===== src/rtl/dither_pkg.sv =====
// Package: shared default widths and helpers for the dithered DAC code generator.
// Assumes: level and fraction widths are at least 1 bit.
package dither_pkg;
    localparam int DEF_LEVEL_W = 8;
    localparam int DEF_FRAC_W  = 8;

    // Mid-scale code for a given width: MSB set, rest clear.
    function automatic logic [31:0] mid_scale(input int width);
        mid_scale = 32'd1 << (width - 1);
    endfunction
endpackage


===== src/rtl/dither_frame_counter.sv =====
// Frame counter: free-running position counter over one dither frame.
// Gives the next position, a wrap flag in the last clock of a frame, and a
// registered frame-start pulse in the first clock of every later frame.
// Assumes: frame length is 2**FRAC_W clocks; reset is synchronous, active low.
module dither_frame_counter #(
    parameter int FRAC_W = dither_pkg::DEF_FRAC_W
) (
    input  logic              clk,
    input  logic              rst_n,
    output logic [FRAC_W-1:0] pos_next,
    output logic              wrap,
    output logic              frame_start
);
    logic [FRAC_W-1:0] pos_q;

    // Next position and last-clock detect.
    always_comb begin
        pos_next = pos_q + 1'b1;
        wrap     = &pos_q;
    end

    // Position register and frame-start pulse register.
    always_ff @(posedge clk) begin
        if (!rst_n) begin
            pos_q       <= '0;
            frame_start <= 1'b0;
        end else begin
            pos_q       <= pos_next;
            frame_start <= wrap;
        end
    end

    p_pulse_after_wrap_r2: assert property (@(posedge clk) disable iff (!rst_n)
        wrap |=> frame_start);
    p_pulse_width_r2: assert property (@(posedge clk) disable iff (!rst_n)
        frame_start |=> !frame_start);
    p_pulse_at_zero_r2: assert property (@(posedge clk) disable iff (!rst_n)
        frame_start |-> (pos_q == '0));
endmodule


===== src/rtl/dither_sample_hold.sv =====
// Sample hold: keeps a pending sample, updated by every load strobe, and an
// effective sample that copies the pending one only when 'take' is high.
// A load in the same clock as 'take' goes straight through.
// Assumes: synchronous active-low reset; reset value is mid-scale.
module dither_sample_hold #(
    parameter int SMP_W = dither_pkg::DEF_LEVEL_W + dither_pkg::DEF_FRAC_W
) (
    input  logic             clk,
    input  logic             rst_n,
    input  logic             load,
    input  logic [SMP_W-1:0] din,
    input  logic             take,
    output logic [SMP_W-1:0] active_next,
    output logic [SMP_W-1:0] active_q
);
    localparam logic [SMP_W-1:0] RST_SMP = SMP_W'(dither_pkg::mid_scale(SMP_W));

    logic [SMP_W-1:0] pend_q;
    logic [SMP_W-1:0] pend_next;

    // Newest pending sample, and the effective sample for the next clock.
    always_comb begin
        pend_next   = load ? din : pend_q;
        active_next = take ? pend_next : active_q;
    end

    // Pending and effective sample registers.
    always_ff @(posedge clk) begin
        if (!rst_n) begin
            pend_q   <= RST_SMP;
            active_q <= RST_SMP;
        end else begin
            pend_q   <= pend_next;
            active_q <= active_next;
        end
    end

    p_late_load_taken_r6: assert property (@(posedge clk) disable iff (!rst_n)
        (take && load) |=> (active_q == $past(din)));
endmodule


===== src/rtl/dither_level_select.sv =====
// Level select: maps an effective sample and a frame position to a code.
// Gives base+1 (clamped at full scale) while position < fraction, else base.
// Assumes: sample = {base, fraction}, purely combinational.
module dither_level_select #(
    parameter int LEVEL_W = dither_pkg::DEF_LEVEL_W,
    parameter int FRAC_W  = dither_pkg::DEF_FRAC_W
) (
    input  logic [LEVEL_W+FRAC_W-1:0] sample,
    input  logic [FRAC_W-1:0]         pos,
    output logic [LEVEL_W-1:0]        code
);
    logic [LEVEL_W-1:0] base;
    logic [FRAC_W-1:0]  frac;
    logic [LEVEL_W-1:0] upper;

    // Split sample, form the clamped upper level, pick by position.
    always_comb begin
        base  = sample[LEVEL_W+FRAC_W-1 -: LEVEL_W];
        frac  = sample[FRAC_W-1:0];
        upper = (&base) ? base : base + 1'b1;
        code  = (pos < frac) ? upper : base;
    end
endmodule


===== src/rtl/dither_dac_gen.sv =====
// Dithered DAC code generator (top): drives a LEVEL_W-bit converter code
// every clock, with PWM switching between two adjacent levels in each
// 2**FRAC_W-clock frame. Samples are applied only at frame boundaries.
// Assumes: synchronous active-low reset; the code is registered.
module dither_dac_gen #(
    parameter int LEVEL_W = dither_pkg::DEF_LEVEL_W,
    parameter int FRAC_W  = dither_pkg::DEF_FRAC_W
) (
    input  logic                      clk,
    input  logic                      rst_n,
    input  logic [LEVEL_W+FRAC_W-1:0] smp_in,
    input  logic                      smp_load,
    output logic [LEVEL_W-1:0]        dac_code,
    output logic                      frame_start
);
    localparam int SMP_W = LEVEL_W + FRAC_W;
    localparam logic [LEVEL_W-1:0] MID_CODE = LEVEL_W'(dither_pkg::mid_scale(LEVEL_W));

    logic [FRAC_W-1:0]  pos_next;
    logic               wrap;
    logic [SMP_W-1:0]   active_next;
    logic [SMP_W-1:0]   active_q;
    logic [LEVEL_W-1:0] code_next;
    logic [LEVEL_W-1:0] base_lvl;

    dither_frame_counter #(.FRAC_W(FRAC_W)) u_cnt (
        .clk         (clk),
        .rst_n       (rst_n),
        .pos_next    (pos_next),
        .wrap        (wrap),
        .frame_start (frame_start)
    );

    dither_sample_hold #(.SMP_W(SMP_W)) u_hold (
        .clk         (clk),
        .rst_n       (rst_n),
        .load        (smp_load),
        .din         (smp_in),
        .take        (wrap),
        .active_next (active_next),
        .active_q    (active_q)
    );

    dither_level_select #(.LEVEL_W(LEVEL_W), .FRAC_W(FRAC_W)) u_sel (
        .sample (active_next),
        .pos    (pos_next),
        .code   (code_next)
    );

    // Base level of the sample in effect, for the checks below.
    always_comb base_lvl = active_q[SMP_W-1 -: LEVEL_W];

    // Output code register, aligned with the counter and sample registers.
    always_ff @(posedge clk) begin
        if (!rst_n) dac_code <= MID_CODE;
        else        dac_code <= code_next;
    end

    p_reset_mid_r1: assert property (@(posedge clk) disable iff (!rst_n)
        !$past(rst_n) |-> (dac_code == MID_CODE && !frame_start));
    p_hold_in_frame_r5: assert property (@(posedge clk) disable iff (!rst_n)
        !frame_start |-> $stable(active_q));
    p_adjacent_r7: assert property (@(posedge clk) disable iff (!rst_n)
        (dac_code == base_lvl) || (dac_code == base_lvl + 1'b1) || (&base_lvl && &dac_code));
    p_full_scale_r4: assert property (@(posedge clk) disable iff (!rst_n)
        (&base_lvl) |-> (&dac_code));
    p_single_run_r3: assert property (@(posedge clk) disable iff (!rst_n)
        (!frame_start && $past(dac_code) == base_lvl && !(&base_lvl)) |-> (dac_code == base_lvl));
endmodule


===== config.mk =====
export PLATFORM = sky130hd
export DESIGN_NAME = dither_dac_gen
export DESIGN_NICKNAME = d
export VERILOG_FILES = /design/src/rtl/dither_pkg.sv /design/src/rtl/dither_frame_counter.sv /design/src/rtl/dither_sample_hold.sv /design/src/rtl/dither_level_select.sv /design/src/rtl/dither_dac_gen.sv
export SDC_FILE = /design/constraint.sdc
export NUM_CORES = 1
export LEC_CHECK = 0
export ABC_AREA = 1
export CAP_MARGIN = 40
export CORE_MARGIN = 8
export CORE_UTILIZATION = 50
export CTS_CLUSTER_DIAMETER = 60
export DETAILED_ROUTE_END_ITERATION = 8
export DONT_BUFFER_PORTS = 1
export PLACE_DENSITY = 0.7
export REMOVE_ABC_BUFFERS = 1
export SLEW_MARGIN = 20
export SYNTH_ARGS = -nofsm -noshare
export SYNTH_HDL_FRONTEND = slang
export SYNTH_HIERARCHICAL = 1
export SYNTH_SLANG_ARGS = --single-unit

===== constraint.sdc =====
create_clock -name clk -period 2.6 [get_ports clk]
set_input_delay 0.13 -clock clk [delete_from_list [all_inputs] [get_ports clk]]
set_output_delay 0.13 -clock clk [all_outputs]
set_load 0.05 [all_outputs]

==> impl_metrics.yaml, run 1 <==
cells_and_area:
  layout_commonest_cell: "nand2_1"
  n_antenna_cell: 0
  final_cell_mix: "nand2_1, inv_1, dfxtp_1"
  layout-drive-gt1-share_pct: 26.0
  nets: 409
  stdcell_area_mm2: 0.00312
  syn2layout_area_growth_pct: 18.5
floorplanning:
  dieArea_mm2: 0.00785
  die_height_um: 88.6
  die_w_um: 88.6
  core_area_mm2: 0.00511
  initial_core_util_pct: 51.6
  io_pins: 28
  rows: 26
timing:
  setup_violations: 0
  worst_pin_slew_ps: 556
  layout_min_cycle_time_ps: 2500
  fin_skew_ps: 5.97
  fin_crit_sh_pct: 96.0
  rsz0062_at_grt: "yes"
  layout_setup_ws_ps: 104
  fmax_mhz: 401
  slew_viol_final: 0
  hold_viol_final: 0
  slew_headroom_pct: 62.9
synthesis:
  postSynth.asyncResetShare_pct: 0
  synth_edf_count: 0
  syn-cell-area_mm2: 0.00264
  ys.flop_type: "dfxtp_1"
  seq_area_frac_synth_pct: 37.2
  syn_inst: 357
  yosysWarnings: 6
  synth_cell_types: 29
  avgSynthCellArea_um2: 7.38
  ys_ff_latch: 49
clocking:
  numCtsBuffers: 5
  cts_tree: "built"
  clk_latency_ps: 300
  h-tree-depth: 2
  clockRootBuffer: "clkbuf_8"
  cts.clk_slew.worst_paths_ps: 90
  clockBufferDepth: 2
  clock-sinks: 49
setup_path:
  path_buf_inv: 6
  cp.arrival_ps: 2680
  critical-path-top-delay-family: "simple AND/OR/NAND/NOR gates"
  critPathKind: "flop to flop"
  max_stage_delay_ps: 380
  cpMostUsedCell: "nand2_1"
  worstPathMaxFanout: 8
  startpoint_type: "flop"
  critical_path.cell_chain: "ha_4 > nand2_1 > inv_2 > nand3_4 > nor2_4 > buf_12 > or2_1 > nand2_2 > inv_1 > inv_1 > ha_1 > a21oi_1 > nand2_2 > inv_2 > nand2_2 > nand2_1 > nand2_1 > inv_1 > nand2_1"
  worstPathRequired_ps: 2780
  cp_slowest_cell: "dfxtp_4"
  cp-end-kind: "flop"
drt:
  drt-met1-wl_um: 2410
  top_layer: "met4"
  wl_met3_um: 241
  dr.pass1.iters: 4
  dr_total_vias: 2165
  wl_um: 5580
  via_per_inst: 4.80
  met2_length_um: 2860
  drc: 0
  wl_per_cell_um: 12.4
  drt_iter0_drc: 105
  ant_nets: 0
global_route:
  grt_overflow_total: 0
  grt_max_degree: 33
  grt_util_all_layers_pct: 13.9
  grt_pass1_vias: 2055
  grt_antenna_before_repair: 0
  grt_pass1_wl_um: 8600
run_status:
  outcome: "finished clean"
power:
  power.internal_w: 0.00112
  power_w: 0.00149
  powerDensity_mw_per_mm2: 477
  clockPowerShare_pct: 35.5
  seq_power_share_pct: 53.8
  peakVddDrop_mv: 0.302
  swShare_pct: 24.8
  p_leak_nw: 1.63
  switching_power_w: 0.000370
  combPwrFrac_pct: 10.8
place:
  portBuffers: 0
  placed_cell_area_mm2: 0.00271
  post-place-ws_ps: 34.4
  gp_congestion: 0.840
  dp_hpwl_um: 3530
min_path:
  hold_class: "input pin to flop"
flow_run:
  cap_viol_max_count: 0
worst paths after layout:
path	end	start	cells past startpoint	slack (ps)
setup / recovery	dac_code[7]	u_cnt/pos_q[1]	19	100
hold / removal	u_hold/pend_q[12]	smp_load	2	10
setup reg to reg	dac_code[7]	u_cnt/pos_q[1]	19	100
hold reg to reg	u_hold/pend_q[1]	u_hold/pend_q[1]	2	470
metrics by stage:
| step | cells | utilization [%] | setup TNS, ps | hold WS (ps) |
|---|---|---|---|---|
| after floorplan | 347 | - | -6290 | 199 |
| after global placement | 422 | 52.8 | 0 | 205 |
| after detailed placement | 423 | 53.1 | 0 | 206 |
| after CTS | 439 | 57.0 | 0 | 1.40 |
| after global routing | 451 | 61.2 | -198 | 8.09 |
| final | 451 | 61.2 | 0 | 10.2 |
repair_timing:
action                                  4_1_cts  5_1_grt
pin swaps                                     0        5
cloned                                        0        2
resized for setup                             1       25
endpoints found under the hold margin        20        0
endpoints found under the setup margin        7        8
hold buffers                                  9        0
setup buffers                                 0       10
area by class of cell:
| cell class | instances | area, um^2 |
|---|---|---|
| fillers | 471 | 1980 |
| multi-input cells | 238 | 1420 |
| flip-flops and latches | 49 | 988 |
| repair buffers | 27 | 292 |
| inverters | 60 | 233 |
| well taps | 70 | 87.6 |
| clock buffers | 5 | 68.8 |
| clock inverters | 2 | 35.0 |
cell usage after synthesis, drive strengths merged (2+ instances only):
master / number / share of area [%]
o21ai: 2 / 0.38
or2: 15 / 3.6
ha: 9 / 4.3
inv: 60 / 8.8
nand2: 119 / 21
xnor2: 3 / 1.0
dfxtp: 49 / 37
buf: 8 / 2.3
clkbuf: 2 / 0.66
nor3: 2 / 0.57
a21oi: 18 / 3.4
nor2: 29 / 5.9
nand3: 37 / 9.4
metal layers:
layer	up-vias	GRT usage (%)
met5	-	0
met4	0	5.68
met3	7	3.71
met2	41	25.9
met1	987	14.3
li1	1130	-
sequential cells by signal (all words and copies together), names as in the netlist:
signal / flops
u_hold/active_q: 16
u_hold/pend_q: 16
u_cnt/pos_q: 8
dac_code: 8
u_cnt/frame_start: 1
cell families (layout without fill, tap and decap cells):
family | after synthesis | after routing | synth area share, %
flops | 49 | 49 | 37.2
compound gates | 20 | 20 | 3.80
xor+xnor | 3 | 3 | 0.997
fa+ha+maj | 9 | 9 | 4.27
buf+inv | 70 | 94 | 11.8
simple gates | 206 | 206 | 41.9
power groups by stage:
stage	clock network [W]	registers, W	logic [W]
floorplan	0	0.000816	0.0000886
global placement	0	0.000817	0.000108
detailed placement	0	0.000818	0.000112
CTS	0.000546	0.000800	0.000132
global route	0.000569	0.000804	0.000179
finish	0.000529	0.000802	0.000161
Power figures use the tool's default switching activity.
==> inputs of run 2 (changes only) <==
Settings changed: CELL_PAD_IN_SITES_DETAIL_PLACEMENT set to 1, CELL_PAD_IN_SITES_GLOBAL_PLACEMENT set to 2, CORE_UTILIZATION 50 to 33, PLACE_DENSITY 0.7 to 0.77.
==> impl_metrics.yaml, run 2 (synthesized netlist as in run 1, its figures left out) <==
run_status:
  outcome: "complete, but fails checks"
  violations: "negative hold slack"
timing:
  worst_pin_slew_ps: 491
  layout_min_cycle_time_ps: 2430
  slew_headroom_pct: 67.2
  setup_violations: 0
  fin_crit_sh_pct: 93.4
  slew_viol_final: 0
  fmax_mhz: 412
  tns_ps: 0
  hold_viol_final: 8
  hold_ws_ps: -108
  fin_skew_ps: 12.6
  layout_setup_ws_ps: 173
place:
  gp_congestion: 0.746
  dp_hpwl_um: 4300
  placed_cell_area_mm2: 0.00277
  portBuffers: 0
  post-place-ws_ps: 28.8
flow_run:
  cap_viol_max_count: 0
clocking:
  cts_tree: "built"
  clockRootBuffer: "clkbuf_8"
  clock-sinks: 49
  h-tree-depth: 2
  clockBufferDepth: 2
  cts.clk_slew.worst_paths_ps: 90
  numCtsBuffers: 5
  clk_latency_ps: 310
floorplanning:
  die_w_um: 105
  core_area_mm2: 0.00773
  rows: 32
  dieArea_mm2: 0.0111
  initial_core_util_pct: 34.1
  io_pins: 28
  die_height_um: 105
cells_and_area:
  syn2layout_area_growth_pct: 25.5
  nets: 422
  layout-drive-gt1-share_pct: 26.6
  final_util_pct: 42.8
  stdcell_area_mm2: 0.00331
  layout_commonest_cell: "nand2_1"
  reg.largest.list: "u_hold/active_q: 16 flops, u_hold/pend_q: 16 flops"
  n_antenna_cell: 0
  final_cell_mix: "nand2_1, inv_1, dfxtp_1"
drt:
  dr.pass1.iters: 4
  wl_um: 6550
  dr_total_vias: 2251
  wl_per_cell_um: 13.2
  drt_iter0_drc: 46
  drc: 0
  ant_nets: 0
  via_per_inst: 4.53
power:
  swShare_pct: 26.9
  power.internal_w: 0.00107
  powerDensity_mw_per_mm2: 441
  peakVddDrop_mv: 0.185
  clockPowerShare_pct: 33.9
  switching_power_w: 0.000393
  p_leak_nw: 1.70
  combPwrFrac_pct: 11.2
  seq_power_share_pct: 54.9
setup_path:
  cp-end-kind: "flop"
  critPathKind: "flop to flop"
  worstPathRequired_ps: 2860
  startpoint_type: "flop"
  cp.arrival_ps: 2680
  worstPathMaxFanout: 8
global_route:
  grt_util_all_layers_pct: 11.6
  grt_max_degree: 31
  grt_antenna_before_repair: 0
  grt_overflow_total: 0
  grt_pass1_wl_um: 10700
  grt_pass1_vias: 2304
min_path:
  hold_class: "input pin to flop"
run 2: changes by cell type in the layout (fill, tap and decap cells not counted), sizes merged:
cell and delta:
inv +1, bufinv -1, buf +4, clkbuf +1, dlygate4sd3 +9
run 2: layout make-up:
cell class,count,area (um^2)
clock inverter,2,17.5
fill,946,4420
timing repair buffer,40,424
sequential,49,985
tap,102,128
multi-input combinational,238,1440
inverter,60,233
clock buffer,6,82.6
run 2: repair_timing:
item	4_1_cts	5_1_grt
hold buffers	17	1
cloned	1	2
pin swaps	1	12
resized for setup	2	26
endpoints found under the setup margin	1	8
endpoints found under the hold margin	23	10
buffers inserted	0	10
run 2: per-stage QoR:
step,total power (W),std cells
floorplan,0.000904,347
global placement,0.000934,458
detailed placement,0.000938,458
CTS,0.00147,484
global route,0.00154,497
finish,0.00146,497
run 2: path summary, 6_finish.rpt:
check	from	end	slack, ps	cells after the start
hold / removal	rst_n	dac_code[7]	-110	1
hold reg to reg	u_hold/pend_q[1]	u_hold/pend_q[1]	480	2
setup / recovery	u_cnt/pos_q[1]	dac_code[1]	170	21
setup reg to reg	u_cnt/pos_q[1]	dac_code[1]	170	21
run 2: routing by layer:
| layer | global-route usage (%) | wire length [um] |
|---|---|---|
| met2 | 20.7 | 3350 |
| met3 | 2.74 | 184 |
| met5 | 0 | 0 |
| met4 | 3.36 | 62 |
| met1 | 13.5 | 2950 |
run 2: critical path, stage by stage, from the launching register on:
cell       delay (ps)
dfxtp_2           360
ha_4              140
nand2_1            60
inv_2              80
nand3_4            80
nor2_4            190
clkbuf_16         190
or2_1             110
nand2_2            60
inv_2              40
inv_1              40
ha_1              280
nand2_1            70
nand2_1            60
nand2_1            60
nand2_1            60
nand2_2           150
buf_6             140
nand3_1            60
nand2_1            60
nand2_1            50
inv_1              40
run 2: power by group through the flow:
stage	clock network [W]	logic, W	registers, W
detailed placement	0	0.000120	0.000818
finish	0.000495	0.000163	0.000801
global route	0.000551	0.000184	0.000804
CTS	0.000527	0.000141	0.000801
global placement	0	0.000117	0.000817
floorplan	0	0.0000886	0.000816
